File: src/rtl/swb_pkg.sv
package swb_pkg;
  localparam int NDIR    = 4;
  localparam int ROUTE_W = 3;
  localparam int ENTRY_W = NDIR * ROUTE_W;

  typedef enum logic [1:0] {
    SIDE_N = 2'd0,
    SIDE_E = 2'd1,
    SIDE_S = 2'd2,
    SIDE_W = 2'd3
  } side_e;

  typedef struct packed {
    logic       en;
    logic [1:0] rot;
  } route_t;

  // Entry applied while stalled: every output holds.
  localparam logic [ENTRY_W-1:0] HOLD_ENTRY = '0;

  // Source side for an output: skip own side, then rotate.
  function automatic logic [1:0] src_side(input logic [1:0] dst, input logic [1:0] rot);
    return dst + 2'd1 + rot;
  endfunction
endpackage

File: src/rtl/swb_phase_ctr.sv
module swb_phase_ctr #(
  parameter int MAX_PHASES = 16,
  parameter int PW = (MAX_PHASES > 1) ? $clog2(MAX_PHASES) : 1
) (
  input  logic          clk,
  input  logic          rst_n,
  input  logic          stall,
  input  logic [PW-1:0] ii_last,
  output logic [PW-1:0] phase
);
  localparam logic [PW-1:0] LIMIT = PW'(MAX_PHASES - 1);

  logic [PW-1:0] last_q;
  logic [PW-1:0] phase_q;

  // Schedule length is captured only inside the reset window.
  always_ff @(posedge clk) begin
    if (!rst_n) last_q <= (ii_last > LIMIT) ? LIMIT : ii_last;
  end

  always_ff @(posedge clk or negedge rst_n) begin
    if (!rst_n)      phase_q <= '0;
    else if (!stall) phase_q <= (phase_q >= last_q) ? '0 : phase_q + 1'b1;
  end

  assign phase = phase_q;

  a_r4_wrap: assert property (@(posedge clk) disable iff (!rst_n)
    (!stall && phase_q == last_q) |=> (phase_q == '0));
  a_r4_step: assert property (@(posedge clk) disable iff (!rst_n)
    (!stall && phase_q != last_q) |=> (phase_q == $past(phase_q) + 1'b1));
  a_r4_in_range: assert property (@(posedge clk) disable iff (!rst_n)
    phase_q <= last_q);
  a_r5_phase_frozen: assert property (@(posedge clk) disable iff (!rst_n)
    stall |=> $stable(phase_q));
  a_r8_last_frozen: assert property (@(posedge clk) disable iff (!rst_n)
    1'b1 |=> $stable(last_q));
endmodule

File: src/rtl/swb_cfg_mem.sv
module swb_cfg_mem #(
  parameter int DEPTH = 16,
  parameter int AW    = 4,
  parameter int EW    = 12
) (
  input  logic          clk,
  input  logic          load_en,
  input  logic          we,
  input  logic [AW-1:0] waddr,
  input  logic [EW-1:0] wdata,
  input  logic [AW-1:0] raddr,
  output logic [EW-1:0] rdata
);
  logic [EW-1:0] mem [DEPTH];

  always_ff @(posedge clk) begin
    if (load_en && we && (int'(waddr) < DEPTH)) mem[waddr] <= wdata;
  end

  assign rdata = (int'(raddr) < DEPTH) ? mem[raddr] : '0;
endmodule

File: src/rtl/swb_out_lane.sv
module swb_out_lane
  import swb_pkg::*;
#(
  parameter int         W   = 16,
  parameter logic [1:0] DST = 2'd0
) (
  input  logic              clk,
  input  logic              rst_n,
  input  logic              stall,
  input  route_t            route,
  input  logic [NDIR*W-1:0] bus_in,
  output logic [W-1:0]      q
);
  logic [1:0]   src;
  logic         take;
  logic [W-1:0] pick;

  assign src  = src_side(DST, route.rot);
  assign take = route.en && (route.rot != 2'd3);
  assign pick = bus_in[int'(src)*W +: W];

  always_ff @(posedge clk or negedge rst_n) begin
    if (!rst_n)    q <= '0;
    else if (take) q <= pick;
  end

  a_r5_out_hold: assert property (@(posedge clk) disable iff (!rst_n)
    stall |=> $stable(q));
  a_r7_disabled_hold: assert property (@(posedge clk) disable iff (!rst_n)
    (!route.en || route.rot == 2'd3) |=> $stable(q));
endmodule

File: src/rtl/tmux_switchbox.sv
module tmux_switchbox
  import swb_pkg::*;
#(
  parameter int W          = 16,
  parameter int MAX_PHASES = 16,
  parameter int PW         = (MAX_PHASES > 1) ? $clog2(MAX_PHASES) : 1
) (
  input  logic               clk,
  input  logic               rst_n,
  input  logic               stall,
  input  logic [PW-1:0]      ii_last,
  input  logic               cfg_we,
  input  logic [PW-1:0]      cfg_addr,
  input  logic [ENTRY_W-1:0] cfg_wdata,
  input  logic [NDIR*W-1:0]  bus_in,
  output logic [NDIR*W-1:0]  bus_out,
  output logic [PW-1:0]      cur_phase
);
  logic [PW-1:0]      phase;
  logic [ENTRY_W-1:0] sched_entry;
  logic [ENTRY_W-1:0] live_entry;

  swb_phase_ctr #(.MAX_PHASES(MAX_PHASES), .PW(PW)) u_phase (
    .clk(clk), .rst_n(rst_n), .stall(stall), .ii_last(ii_last), .phase(phase)
  );

  swb_cfg_mem #(.DEPTH(MAX_PHASES), .AW(PW), .EW(ENTRY_W)) u_cfg (
    .clk(clk), .load_en(!rst_n), .we(cfg_we), .waddr(cfg_addr),
    .wdata(cfg_wdata), .raddr(phase), .rdata(sched_entry)
  );

  // One entry and one decode serve every bit lane of a bus.
  assign live_entry = stall ? HOLD_ENTRY : sched_entry;

  for (genvar g = 0; g < NDIR; g++) begin : g_side
    route_t r;
    assign r = route_t'(live_entry[g*ROUTE_W +: ROUTE_W]);
    swb_out_lane #(.W(W), .DST(2'(g))) u_lane (
      .clk(clk), .rst_n(rst_n), .stall(stall), .route(r),
      .bus_in(bus_in), .q(bus_out[g*W +: W])
    );
  end

  assign cur_phase = phase;
endmodule

File: config.mk
export PLATFORM = sky130hd
export DESIGN_NAME = tmux_switchbox
export DESIGN_NICKNAME = d
export VERILOG_FILES = /design/src/rtl/swb_pkg.sv /design/src/rtl/swb_phase_ctr.sv /design/src/rtl/swb_cfg_mem.sv /design/src/rtl/swb_out_lane.sv /design/src/rtl/tmux_switchbox.sv
export SDC_FILE = /design/constraint.sdc
export NUM_CORES = 1
export LEC_CHECK = 0
export ABC_AREA = 1
export BUFFER_PORTS_ARGS = -buffer_cell sky130_fd_sc_hd__buf_4
export CAP_MARGIN = 20
export CORE_MARGIN = 4
export CORE_UTILIZATION = 30
export DETAILED_ROUTE_END_ITERATION = 10
export PLACE_DENSITY = 0.45
export SYNTH_ARGS = -nofsm -noshare
export SYNTH_HDL_FRONTEND = slang
export SYNTH_SLANG_ARGS = --single-unit
File: constraint.sdc
create_clock -name clk -period 6.4 [get_ports clk]
set_input_delay 0.32 -clock clk [delete_from_list [all_inputs] [get_ports clk]]
set_output_delay 0.32 -clock clk [all_outputs]
set_load 0.05 [all_outputs]
* After elaboration in Yosys (flattened, before gate mapping) *
Memory sizes are Yosys's and may differ from the RTL's.
Index checks and enable logic that the tools add are counted.

storage, ports and cells
  output and inout bits = 68
  RAM bits = 192
  memories = 1
  logic and storage cells = 31
  input port bits = 88
  register bits after elaboration = 72

cells by class
  magnitude comparators = 2
  equal/unequal tests = 4
  reductions and logical operators = 6
  add/sub/neg operators = 4
  shifts and indexed selects = 4
  multiplexer cells = 4

memory list
  memory     depth  bits a word  read ports  clocked after memory_dff  write ports  line               text
  u_cfg.mem  16     12           1           0                         1            swb_cfg_mem.sv:14  logic [EW-1:0] mem [DEPTH];

operators with widths
  operator             number
  $shiftx 64x7->16     4
  $mux 12              1
  $ne 2x2->1 const B   4
  $logic_and 1x1->1    5
  $add 2x2->2 const A  2
  $add 4x1->4 const B  1
  $ge 4x4->1           1
  $gt 4x4->1 const B   1
  $mux 4               1
  $add 1x2->2 const A  1
  $mux 1               2
  $logic_not 1->1      1

* Longest topological paths before layout *
  depth after elaboration = 4
  gate-level depth with buffers = 19
  gate-level depth less buffers = 15

* By module *
From an unflattened synthesis, not the netlist that was laid out.

second synthesis, totals
  cell total of the unflattened synthesis = 1903
  area, all modules = 14526.4 sq um

by module, submodules not included
  module                           cells an instance  instances  area each (sq um)
  swb_cfg_mem                      804                1          8329.2
  swb_out_lane (g_side[0].u_lane)  258                1          1456.4
  swb_out_lane (g_side[2].u_lane)  258                1          1427.6
  swb_out_lane (g_side[1].u_lane)  256                1          1393.8
  swb_out_lane (g_side[3].u_lane)  256                1          1386.3
  swb_phase_ctr                    45                 1          427.9
  tmux_switchbox                   26                 1          105.1

* Worst setup path before layout *
Ideal clock, no wire load.

  path type = register to register
  start = register u_phase.phase_q[0] (netlist: u_phase.phase[0])
  end = register g_side[0].u_lane.q[10]
  setup slack = 3.411 ns
  cell stages (with the launch flop) = 17
  library setup time = 0.066 ns
  buffers on the path = 6
  arrival time = 2.923 ns
  data required time = 6.334 ns
  cell sequence = dfrtp_1 -> buf_6 -> buf_6 -> buf_2 -> buf_2 -> o21ai_0 -> o221ai_1 -> o211ai_1 -> a21oi_1 -> ha_1 -> clkbuf_1 -> inv_1 -> clkbuf_1 -> nand3_1 -> nand2_1 -> nand2_1 -> nand2_1

between the ends
  word-level cells in the longest chain between the ends = 4
  elaborated cells on any way between the ends = 6
  classes of those cells = add/sub: 1; eq/ne: 1; shift: 1; mux: 1; reduce/logical: 1; memory: 1

RTL lines
  item                                                          line                                    text
  from (decl)                                                   swb_phase_ctr.sv:14                     logic [PW-1:0] phase_q;
  from (signal assigned)                                        swb_phase_ctr.sv:23                     else if (!stall) phase_q <= (phase_q >= last_q) ? '0 : phase_q + 1'b1;
  $mem_v2 16x12 (*)                                             n/a
  $mux 12 (*)                                                   tmux_switchbox.sv:33                    assign live_entry = stall ? HOLD_ENTRY : sched_entry;
  $add 1x2->2 / $ne 2x2->1 (equally long branches)              swb_pkg.sv:23, swb_out_lane.sv:19
  $shiftx 64x7->16 / $logic_and 1x1->1 (equally long branches)  swb_out_lane.sv:20, swb_out_lane.sv:19
  to (signal assigned)                                          swb_out_lane.sv:24                      else if (take) q <= pick;
  to (decl)                                                     swb_out_lane.sv:12                      output logic [W-1:0] q

Mark *: on every way between the ends. The rest lies on a longest branch, timed or not.
A chain may end at the register's enable or synchronous reset.

* Worst setup path after layout *
  start = register u_phase.phase_q[0] (netlist: u_phase.phase[0])
  end = register g_side[2].u_lane.q[8]

between the ends
  word-level cells in the longest chain between the ends = 4
  elaborated cells on any way between the ends = 6
  classes of those cells = add/sub: 1; eq/ne: 1; shift: 1; mux: 1; reduce/logical: 1; memory: 1

RTL lines
  item                                                          line
  $mem_v2 16x12 (*)                                             n/a
  $mux 12 (*)                                                   tmux_switchbox.sv:33
  $add 2x2->2 / $ne 2x2->1 (equally long branches)              swb_pkg.sv:23, swb_out_lane.sv:19
  $shiftx 64x7->16 / $logic_and 1x1->1 (equally long branches)  swb_out_lane.sv:20, swb_out_lane.sv:19
  to (signal assigned)                                          swb_out_lane.sv:24
  to (decl)                                                     swb_out_lane.sv:12

Marks and branches as above.

==> flow_summary.rst <==
.. list-table::
   :header-rows: 1

   * - Metric
     - Value
   * - Share of synthesized flip-flops with an asynchronous set or reset
     - approximately a quarter
   * - Vertical die dimension
     - 220 um
   * - Site row count
     - slightly below 80
   * - Dominant cell by count in the synthesized netlist
     - sky130_fd_sc_hd__nand2_1
   * - Area inside the core boundary
     - 0.0442 sq mm
   * - Flip-flop and latch count after synthesis
     - between 200 and 300
   * - Final Critical Period
     - about 4.4 ns
   * - Remaining global-route overflow
     - 0
   * - Detailed-router iteration count before antenna repair
     - 6
   * - Number of resized instances in the post-cts repair step
     - 0
   * - Area Overhead vs Synth
     - 19.4%
   * - Unrepaired setup endpoints after global routing
     - false
   * - Cells taking the most area after synthesis
     - sky130_fd_sc_hd__edfxtp_1 44%, sky130_fd_sc_hd__nand2_1 14%, sky130_fd_sc_hd__dfrtp_1 13%
   * - Worst max-slew margin expressed relative to the limit
     - between 20% and 30%
   * - Initial antenna violation count
     - 0
   * - Port-buffer cells
     - 155
   * - Total routed wirelength
     - between 40 and 50 mm
   * - Fin crit share
     - around two thirds
   * - Number of H-tree levels
     - 1
   * - Largest clock skew in the final design
     - around 0.025 ns
   * - Hold path startpoint
     - cfg_wdata[1]
   * - Final RePlAce weighted congestion
     - 0.921
   * - Via count of the first global-routing pass
     - 11200
   * - Arrival time at the worst endpoint
     - 4.84 ns
   * - X dimension of the die
     - approximately 220 um
   * - Leading post-synthesis cells by instance count
     - 514 x sky130_fd_sc_hd__nand2_1, 323 x sky130_fd_sc_hd__nand3_1, 196 x sky130_fd_sc_hd__edfxtp_1
   * - Largest net degree at the start of global routing
     - 109
   * - Post-detailed-route via-to-cell ratio
     - 4.96
   * - Yosys top cell area share
     - 43.8%
   * - Total Negative Setup Slacks
     - 0 ns
   * - Launch point of the worst reg-to-reg path
     - u_phase.phase[0]
   * - Wire length of the first global-routing pass
     - 70.6 mm
   * - Boundary pin count
     - 156
   * - Total inserted antenna cells
     - 0
   * - Overall fraction of global-route tracks in use
     - around a fifth
   * - Crit path capture type
     - flop
   * - Number of failing setup endpoints in the final timing report
     - 0
   * - Critical path cell sequence
     - inv_2, nand2_1, nand3_1, nand3_1, nand3_1, nand2_2, nand2_2, inv_1, ha_1, inv_1, nand3_1, nand2_1, nand2_1, nand2_1
   * - Element type at the critical path start
     - flop
   * - Clock sink total
     - roughly 260
   * - Leakage power
     - 7.21 nW
   * - Die area
     - ~0.048 sq mm
   * - Area of the multi-input gates
     - between 0.004 and 0.005 sq mm
   * - Final cell count without fillers
     - 2293
   * - Worst path slowest cell
     - sky130_fd_sc_hd__ha_1
   * - Hpwl dp
     - 31.9 mm
   * - CP startpoint
     - u_phase.phase[0]
   * - Biggest area consumer among synthesized cells
     - sky130_fd_sc_hd__edfxtp_1
   * - Longest individual stage delay on the worst path
     - ~0.71 ns
   * - Maximum clock rate
     - roughly 0.23 GHz
   * - Summed instance area of the synthesized netlist
     - approximately 0.013 sq mm
   * - Number of buffers created by CTS
     - 30
   * - Maximum resistive drop on vdd
     - ~260 uV
   * - Count of final max-slew check failures
     - 0
   * - Crit Path Max Fanout
     - 42
   * - # nets final
     - 1772
   * - Total DRC errors in the routed layout
     - 0
   * - Synth unique cells
     - 29
   * - Number of enable-type register cells in the synthesized netlist
     - slightly below 200
   * - Synthesis Warnings
     - 0
   * - Final antenna-violating net count
     - 0
   * - Class of the most critical setup path
     - reg2reg
   * - Clock-pin transition on the worst setup and hold timing paths
     - about 0.06 ns
   * - Mean area per synthesized cell
     - between 8 and 9 sq um
   * - Worst Path Required
     - just under 7 ns
   * - TritonCTS clock tree
     - built
   * - Status
     - complete, no violations
   * - Clock Path Buffers
     - 3
   * - Register area
     - 0.00759 sq mm
   * - Transition time of the tightest slew-check pin
     - around 1.1 ns
   * - Number of endpoints with negative hold slack in the final report
     - 0
   * - Maxcap violations
     - 0
   * - Clk Tree Root Cell
     - sky130_fd_sc_hd__clkbuf_16
   * - Power Density
     - around 520 mW/mm^2
   * - Detailed-route wire length per cell
     - 20.6 um
   * - Layout cell share with drive strength beyond 1
     - approximately 15%
   * - Skew-Pair Late Insertion Delay
     - between 0.5 and 0.6 ns
   * - Via count
     - 11400
   * - Class of the most critical hold timing path
     - in2reg
   * - Portion of the post-synthesis area used by sequential elements
     - 56.4%
   * - Top FF cell, synth
     - sky130_fd_sc_hd__edfxtp_1
   * - Cell count after placement
     - about 2200
   * - Syn nets
     - approximately 1700
   * - Filler instances
     - approximately 4600
   * - Initial drt markers
     - around 1200
   * - Synthesized netlist cell count
     - around 1600
   * - Initial Utilization
     - between 30% and 40%
timing repair:
| action | 4_1_cts | 5_1_grt |
|---|---|---|
| setup buffers | 0 | 0 |
| endpoints found under the hold margin | 26 | 0 |
| hold buffers | 5 | 0 |
worst paths after layout:
kind | to | slack [ns] | cells past startpoint
max | g_side[2].u_lane.q[8] | 2.02 | 14
min | u_cfg.mem[5][1] | 0.04 | 1
max reg2reg | g_side[2].u_lane.q[8] | 2.02 | 14
min reg2reg | g_side[0].u_lane.q[15] | 0.48 | 2
max in group asynchronous | u_phase.phase[0] | 5.12 | 3
min in group asynchronous | g_side[1].u_lane.q[13] | 0.21 | 2
layout by cell type (no fill, tap or decap), types with 2 or more instances in the layout:
cell type / n
sky130_fd_sc_hd__a21oi_1: 6
sky130_fd_sc_hd__a21oi_4: 2
sky130_fd_sc_hd__buf_4: 174
sky130_fd_sc_hd__bufinv_16: 5
sky130_fd_sc_hd__clkbuf_1: 3
sky130_fd_sc_hd__clkbuf_16: 30
sky130_fd_sc_hd__clkinv_1: 6
sky130_fd_sc_hd__clkinv_2: 8
sky130_fd_sc_hd__dfrtp_1: 66
sky130_fd_sc_hd__dfrtp_2: 2
sky130_fd_sc_hd__dlygate4sd3_1: 5
sky130_fd_sc_hd__edfxtp_1: 196
sky130_fd_sc_hd__ha_1: 7
sky130_fd_sc_hd__inv_1: 133
sky130_fd_sc_hd__inv_2: 5
sky130_fd_sc_hd__inv_4: 5
sky130_fd_sc_hd__nand2_1: 514
sky130_fd_sc_hd__nand2_2: 9
sky130_fd_sc_hd__nand3_1: 323
sky130_fd_sc_hd__nand3_2: 4
sky130_fd_sc_hd__nand3b_1: 2
sky130_fd_sc_hd__nand4_1: 2
sky130_fd_sc_hd__nor2_1: 87
sky130_fd_sc_hd__nor2_2: 10
sky130_fd_sc_hd__nor2_8: 2
sky130_fd_sc_hd__o211ai_1: 21
sky130_fd_sc_hd__o21ai_0: 45
sky130_fd_sc_hd__o21ai_1: 13
sky130_fd_sc_hd__o221ai_1: 5
sky130_fd_sc_hd__o22ai_1: 4
sky130_fd_sc_hd__xor2_1: 2
registers in the layout, summed over array words and instances (netlist names):
register	cells
g_side.u_lane.q	64
u_phase.last_q	4
u_cfg.mem	192
u_phase.phase	4
layout make-up:
cell class / instances / area share (%)
clock inverter: 23 / 1.67
clock buffer: 33 / 4.74
timing repair buffer: 179 / 8.44
sequential: 264 / 47.3
tap: 592 / 4.61
inverter: 143 / 3.42
multi-input combinational: 1059 / 29.9
power by group:
part / internal, mW / switching (mW)
Clock: 1.06 / 0.726
Combinational: 1.17 / 3.20
Sequential: 2.08 / 0.187
critical path: cells and delay by family, from the launching register on:
| kind | cells | cell delay [ns] |
|---|---|---|
| fa+ha+maj | 1 | 0.71 |
| flops | 1 | 0.51 |
| buf+inv | 3 | 1.13 |
| simple gates | 10 | 1.90 |
stage by stage:
| stage | hold slack [ns] | setup WS, ns | cell area, sq um | power [mW] | utilization (%) |
|---|---|---|---|---|---|
| after floorplan | 0.0244 | 3.41 | 13400 | 5.47 | - |
| after global placement | 0.263 | 2.20 | 15000 | 6.68 | 33.9 |
| after detailed placement | 0.266 | 2.07 | 15000 | 6.71 | 33.9 |
| after CTS | 0.0110 | 2.04 | 16100 | 8.52 | 36.3 |
| after global routing | 0.0382 | 1.68 | 16100 | 9.03 | 36.3 |
| final | 0.0383 | 2.02 | 16100 | 8.43 | 36.3 |
cell families (layout without fill, tap and decap cells):
kind of cell               Yosys count  in the layout  synth area share, %
and+or+nand+nor                    954            954                 30.4
DFF                                264            264                 56.4
buffers and inverters              236            378                 8.12
adders and majority gates            7              7                0.651
xor gates and xnor gates             2              2                0.130
AOI/OAI and AO/OA                   96             96                 4.31
routing by layer:
layer  routed length (um)  track usage [%]  vias up  share of wire (%)
li1                     -                -     5411                  -
met1                20200             25.7     5481                 43
met2                22600             32.3      404                 48
met3                 3070             3.02       83                6.5
met4                 1450             5.92        0                3.1
met5                    0                0        -                  0
(Power assumes the default switching activity.)
